<file path="src/rtl/fbuf_pkg.sv">
package fbuf_pkg;

  typedef enum logic [2:0] {
    S_IDLE,
    S_CMD,
    S_LEN,
    S_PAY,
    S_LQI,
    S_FIN
  } fb_state_e;

  localparam logic [7:0] OP_FRAME_UPLOAD   = 8'h20;
  localparam logic [7:0] OP_FRAME_DOWNLOAD = 8'h60;

  // Payload bytes actually shifted out for a given length byte.
  function automatic logic [7:0] tx_pay_count(input logic [6:0] len, input logic fcs_by_radio);
    if (!fcs_by_radio)      return {1'b0, len};
    else if (len > 7'd2)    return {1'b0, len} - 8'd2;
    else                    return 8'd0;
  endfunction

  function automatic logic len_in_range(input logic [7:0] len, input int lo, input int hi);
    return (int'(len) >= lo) && (int'(len) <= hi);
  endfunction

endpackage

</file>
<file path="src/rtl/fbuf_spi_byte.sv">
module fbuf_spi_byte #(
  parameter int SCK_HALF = 2
) (
  input  logic       clk,
  input  logic       rst_n,
  input  logic       go,
  input  logic [7:0] din,
  input  logic       miso,
  output logic       sck,
  output logic       mosi,
  output logic [7:0] dout,
  output logic       fin
);

  localparam int CW = (SCK_HALF > 1) ? $clog2(SCK_HALF) : 1;
  localparam logic [CW-1:0] DIV_LAST = CW'(SCK_HALF - 1);

  logic [CW-1:0] div_q;
  logic [2:0]    bit_q;
  logic [7:0]    tx_sh, rx_sh;
  logic          run_q, sck_q, fin_q;
  logic          tick;

  assign tick = (div_q == DIV_LAST);

  always_ff @(posedge clk or negedge rst_n) begin
    if (!rst_n) begin
      div_q <= '0;
      bit_q <= '0;
      tx_sh <= '0;
      rx_sh <= '0;
      run_q <= 1'b0;
      sck_q <= 1'b0;
      fin_q <= 1'b0;
    end else begin
      fin_q <= 1'b0;
      if (go && !run_q) begin
        run_q <= 1'b1;
        tx_sh <= din;
        div_q <= '0;
        bit_q <= '0;
        sck_q <= 1'b0;
      end else if (run_q) begin
        if (tick) begin
          div_q <= '0;
          if (!sck_q) begin
            sck_q <= 1'b1;
            rx_sh <= {rx_sh[6:0], miso};
          end else begin
            sck_q <= 1'b0;
            tx_sh <= {tx_sh[6:0], 1'b0};
            bit_q <= bit_q + 3'd1;
            if (bit_q == 3'd7) begin
              run_q <= 1'b0;
              fin_q <= 1'b1;
            end
          end
        end else begin
          div_q <= div_q + 1'b1;
        end
      end
    end
  end

  assign sck  = sck_q;
  assign mosi = tx_sh[7];
  assign dout = rx_sh;
  assign fin  = fin_q;

endmodule

</file>
<file path="src/rtl/fbuf_lenchk.sv">
module fbuf_lenchk
  import fbuf_pkg::*;
#(
  parameter int LEN_MIN = 3,
  parameter int LEN_MAX = 127
) (
  input  logic [7:0] len,
  output logic       ok
);

  assign ok = len_in_range(len, LEN_MIN, LEN_MAX);

endmodule

</file>
<file path="src/rtl/fbuf_burst.sv">
module fbuf_burst
  import fbuf_pkg::*;
#(
  parameter int SCK_HALF = 2,
  parameter int LEN_MIN  = 3,
  parameter int LEN_MAX  = 127,
  parameter int AW       = 8
) (
  input  logic          clk,
  input  logic          rst_n,
  input  logic          rx_req,
  input  logic          tx_req,
  input  logic          auto_fcs,
  output logic [AW-1:0] ram_addr,
  output logic          ram_we,
  output logic [7:0]    ram_wdata,
  input  logic [7:0]    ram_rdata,
  output logic          ss_n,
  output logic          sck,
  output logic          mosi,
  input  logic          miso,
  output logic          busy,
  output logic          done,
  output logic [7:0]    rx_len,
  output logic [7:0]    rx_lqi,
  output logic          rx_ok
);

  fb_state_e     state_q;
  logic          is_tx_q, fcs_q, ss_q, go_q, done_q;
  logic [7:0]    byte_q, len_q, rem_q;
  logic [AW-1:0] addr_q, wptr_q;
  logic          sh_fin, len_ok;
  logic [7:0]    sh_dout;

  // Named events for the checker
  logic          bad_len_ev;
  assign bad_len_ev = (state_q == S_LEN) && sh_fin && !is_tx_q && !len_ok;

  fbuf_spi_byte #(.SCK_HALF(SCK_HALF)) u_shift (
    .clk  (clk),
    .rst_n(rst_n),
    .go   (go_q),
    .din  (byte_q),
    .miso (miso),
    .sck  (sck),
    .mosi (mosi),
    .dout (sh_dout),
    .fin  (sh_fin)
  );

  fbuf_lenchk #(.LEN_MIN(LEN_MIN), .LEN_MAX(LEN_MAX)) u_len (
    .len(sh_dout),
    .ok (len_ok)
  );

  always_ff @(posedge clk or negedge rst_n) begin
    if (!rst_n) begin
      state_q   <= S_IDLE;
      is_tx_q   <= 1'b0;
      fcs_q     <= 1'b0;
      ss_q      <= 1'b1;
      go_q      <= 1'b0;
      done_q    <= 1'b0;
      byte_q    <= '0;
      len_q     <= '0;
      rem_q     <= '0;
      addr_q    <= '0;
      wptr_q    <= '0;
      ram_we    <= 1'b0;
      ram_wdata <= '0;
      rx_len    <= '0;
      rx_lqi    <= '0;
      rx_ok     <= 1'b0;
    end else begin
      go_q   <= 1'b0;
      done_q <= 1'b0;
      ram_we <= 1'b0;
      unique case (state_q)
        S_IDLE: begin
          if (rx_req) begin
            is_tx_q <= 1'b0;
            ss_q    <= 1'b0;
            byte_q  <= OP_FRAME_UPLOAD;
            go_q    <= 1'b1;
            state_q <= S_CMD;
          end else if (tx_req) begin
            is_tx_q <= 1'b1;
            fcs_q   <= auto_fcs;
            ss_q    <= 1'b0;
            byte_q  <= OP_FRAME_DOWNLOAD;
            go_q    <= 1'b1;
            addr_q  <= '0;
            state_q <= S_CMD;
          end
        end
        S_CMD: if (sh_fin) begin
          go_q    <= 1'b1;
          state_q <= S_LEN;
          if (is_tx_q) begin
            byte_q <= {1'b0, ram_rdata[6:0]};
            rem_q  <= tx_pay_count(ram_rdata[6:0], fcs_q);
            addr_q <= addr_q + 1'b1;
          end else begin
            byte_q <= 8'h00;
          end
        end
        S_LEN: if (sh_fin) begin
          if (is_tx_q) begin
            if (rem_q == 8'd0) begin
              state_q <= S_FIN;
            end else begin
              byte_q  <= ram_rdata;
              addr_q  <= addr_q + 1'b1;
              rem_q   <= rem_q - 8'd1;
              go_q    <= 1'b1;
              state_q <= S_PAY;
            end
          end else if (len_ok) begin
            len_q   <= sh_dout;
            rem_q   <= sh_dout - 8'd1;
            wptr_q  <= '0;
            byte_q  <= 8'h00;
            go_q    <= 1'b1;
            state_q <= S_PAY;
          end else begin
            rx_len  <= '0;
            rx_lqi  <= '0;
            rx_ok   <= 1'b0;
            state_q <= S_FIN;
          end
        end
        S_PAY: if (sh_fin) begin
          if (is_tx_q) begin
            if (rem_q == 8'd0) begin
              state_q <= S_FIN;
            end else begin
              byte_q <= ram_rdata;
              addr_q <= addr_q + 1'b1;
              rem_q  <= rem_q - 8'd1;
              go_q   <= 1'b1;
            end
          end else begin
            ram_we    <= 1'b1;
            ram_wdata <= sh_dout;
            addr_q    <= wptr_q;
            wptr_q    <= wptr_q + 1'b1;
            byte_q    <= 8'h00;
            go_q      <= 1'b1;
            if (rem_q == 8'd0) state_q <= S_LQI;
            else               rem_q   <= rem_q - 8'd1;
          end
        end
        S_LQI: if (sh_fin) begin
          rx_lqi  <= sh_dout;
          rx_len  <= len_q;
          rx_ok   <= 1'b1;
          state_q <= S_FIN;
        end
        S_FIN: begin
          ss_q    <= 1'b1;
          done_q  <= 1'b1;
          state_q <= S_IDLE;
        end
        default: state_q <= S_IDLE;
      endcase
    end
  end

  assign ram_addr = addr_q;
  assign ss_n     = ss_q;
  assign done     = done_q;
  assign busy     = (state_q != S_IDLE);

endmodule

</file>
<file path="config.mk">
export PLATFORM = sky130hd
export DESIGN_NAME = fbuf_burst
export DESIGN_NICKNAME = d
export VERILOG_FILES = /design/src/rtl/fbuf_pkg.sv /design/src/rtl/fbuf_spi_byte.sv /design/src/rtl/fbuf_lenchk.sv /design/src/rtl/fbuf_burst.sv
export SDC_FILE = /design/constraint.sdc
export NUM_CORES = 1
export LEC_CHECK = 0
export BUFFER_PORTS_ARGS = -buffer_cell sky130_fd_sc_hd__buf_2
export CAP_MARGIN = 40
export CORE_ASPECT_RATIO = 0.9
export CORE_UTILIZATION = 55
export DETAILED_ROUTE_END_ITERATION = 6
export PLACE_DENSITY_LB_ADDON = 0.2
export SKIP_CTS_REPAIR_TIMING = 1
export SYNTH_ARGS = -nofsm -noshare
export SYNTH_HDL_FRONTEND = slang
export SYNTH_HIERARCHICAL = 1
export SYNTH_SLANG_ARGS = --single-unit
</file>
<file path="constraint.sdc">
create_clock -name clk -period 2.8 [get_ports clk]
set_input_delay 0.14 -clock clk [delete_from_list [all_inputs] [get_ports clk]]
set_output_delay 0.14 -clock clk [all_outputs]
set_load 0.02 [all_outputs]
</file>
==> impl_metrics.ini <==
[timing]
min_period_ns = 2.36
skew_ns = 0.00625
slew_violations = 0
slew_headroom_pct = 52.2
setup_tns_ns = 0
max_freq_mhz = 424
period_share_pct = 84.2
worstMarginPinSlew_ns = 0.716
holdWs_ns = 0.0123
rsz0062_at_grt = no
finalSetupViolations = 0
hold_viol_final = 0
setup_slack_ns = 0.442

[logic_synthesis]
synth-compound-area-share_pct = 18.3
synth.avg_cell_area_um2 = 10.2
synth_seq_area_share_pct = 49.8
synth-xor-area-share_pct = 2.51
ys_ff_latch = 97
yosys.area_share.simple_pct = 17.9
yosys_most_used_dff = dfrtp_1
yosysUniqueCellTypes = 63
synth_fa_ha_area_share_pct = 2.26
ys_warn_count = 6
synth_top_family_by_area = compound AO/OA/AOI/OAI gates
synth_edf_count = 0
syn-cell-area_mm2 = 0.00488
synthMuxAreaShare_pct = 5.29
synth_fp_nets = 498
async_flop_share_pct = 100
synthCells = 476

[min_path]
min_delay_path_depth = 2
holdCritStartpoint = auto_fcs
hold_path_end = fcs_q
hold_class = input port to flop

[worst_setup_path]
r2r-start = rem_q[0]
cp.arrival_ns = 2.61
r2r_setup_slack_ns = 0.44
startpoint_type = flop
r2r_end = ram_addr[0]
path_class = flop to flop
worstRegToRegCells = 7
cp.required_ns = 3.05
end_kind = flop
critPathMaxFanout = 17

[cts]
numCtsBuffers = 9
root_buffer = clkbuf_8
cts.reportedPaths.clkPinSlew_ns = 0.09
cts_num_sinks = 97
clk_latency_ns = 0.36
cts.path.max_buffers = 2
htreeDepth = 3
cts_tree = yes

[cells_and_area]
post-route-cell-area_mm2 = 0.00544
drive_gt1_share_pct = 20.9
mostFrequentLayoutCell = dfrtp_1
nets = 549
area_delta_synth_final_pct = 11.5
n_antenna_cell = 0
mostFrequentLayoutCells = 96 x dfrtp_1, 55 x nand2_1, 51 x buf_2
n_fill_cell = 728

[power_and_ir_drop]
pwr_density_cell_mw_per_mm2 = 853
static-leakage-power_nw = 2.58
ir_drop_mv = 0.508

[die]
ios = 53
dieArea_mm2 = 0.00925
initial_core_util_pct = 56.9
core.rowCount = 32
fp.dieW_um = 101
dieHeight_um = 91.3
core_area_mm2 = 0.00857

[placed_design]
placed_area_mm2 = 0.00524
place_ws_ns = 0.503
gp_congestion = 0.881
io_buffers = 52
dp_hpwl_um = 7560

[global_routing]
grt_max_degree = 56
grt_pass1_vias = 3650
antenna_found_initial = 0
grt_pass1_wl_um = 18200
grt_overflow_total = 0
grt.total_usage_pct = 25.4

[routing]
dr.first_iter.drc_count = 217
vias_per_cell = 5.87
drt-total-wl_um = 10600
num_vias = 3819
drcViolationCount = 0
ant_nets = 0
first_pass_iters = 4
wl_per_cell_um = 16.4

[job]
drv_cap = 0

[run_status]
status = finished, final reports clean
==> cell type report <==
type,instances,area [um^2],share of cell area (%)
sequential,97,2430,44.7
multi-input combinational,338,2260,41.5
timing repair buffer,65,365,6.72
tap,119,149,2.74
clock buffer,10,128,2.35
inverter,16,60.1,1.10
clock inverter,6,50.0,0.920
==> per-layer routing <==
metal / track usage [%] / wire [um]
met4: 7.85 / 170
met3: 4.16 / 392
met2: 39.2 / 4910
met5: 0 / 0
met1: 36.6 / 5180
==> logic make-up (layout without fill, tap and decap cells) <==
kind of cell,Yosys count,after routing
buffers and inverters,41,97
AND/OR/NAND/NOR,163,163
flip-flops,97,97
XOR/XNOR,14,14
AO/OA/AOI/OAI,129,129
multiplexers,23,23
adder cells (fa/ha/maj),9,9
==> per-stage QoR <==
stage | instances | utilization (%) | power, mW
floorplan | 476 | - | 3.32
global placement | 633 | 61.2 | 3.74
detailed placement | 633 | 61.2 | 3.81
CTS | 649 | 63.2 | 4.66
global route | 651 | 63.5 | 4.96
finish | 651 | 63.5 | 4.64
==> synth_stat cells (all sizes together), types with 2 or more instances <==
master,count,area (um^2)
nor4,6,62.6
inv,16,60.1
a22oi,4,43.8
or3,6,37.5
or4b,3,33.8
xor2,9,78.8
o22ai,3,18.8
a211oi,3,27.5
o21ai,28,140
o31ai,2,15.0
xnor2,5,43.8
dfrtp,96,2400
buf,20,110
a21o,4,30.0
nor2b,8,50.1
or4,2,15.0
a31oi,2,12.5
nand4,3,18.8
a22o,26,228
nand2b,7,43.8
clkbuf,5,18.8
nor3b,2,15.0
o21a,2,16.3
and3,5,31.3
o311ai,2,17.5
a32oi,8,70.1
nand3b,3,47.6
nand3,8,40.0
o221ai,3,26.3
and2,5,31.3
nand2,55,206
ha,8,100
mux2,22,248
nor2,34,130
nor3,12,60.1
nor4b,3,41.3
a21oi,34,170
==> worst max path at each step <==
stage,from,endpoint,slack [ns],cells after the start
3_5_place_dp,rem_q[0],ram_addr[0],0.50,7
6_report,rem_q[0],ram_addr[0],0.44,7
4_1_cts,rem_q[0],ram_addr[0],0.46,7
5_1_grt,u_shift/dout[0],rem_q[6],0.28,6
3_3_place_gp,rem_q[0],ram_addr[0],0.56,7
2_1_floorplan,rem_q[0],byte_q[5],0.77,7
==> power breakdown <==
part	switching, mW	internal (mW)	total (mW)
clock network	0.509	0.338	0.847
registers	0.506	1.73	2.24
logic	0.844	0.710	1.55
==> critical path, stage by stage (launching register included) <==
cell      delay (ns)
dfrtp_1         0.42
inv_1           0.09
ha_1            0.19
nor4b_1         0.45
a211oi_1        0.17
o21a_1          0.43
nor2b_1         0.24
a221o_1         0.25
==> flip-flops by register name (all words and copies together), names as in the netlist, 3 cells and up <==
name / flops
len_q: 8
rx_len: 8
ram_addr: 8
wptr_q: 8
u_shift/tx_sh: 8
byte_q: 8
rx_lqi: 8
u_shift/bit_q: 3
rem_q: 8
u_shift/dout: 8
ram_wdata: 8
state_q: 3
No activity file was read; power rests on OpenSTA's default activity.
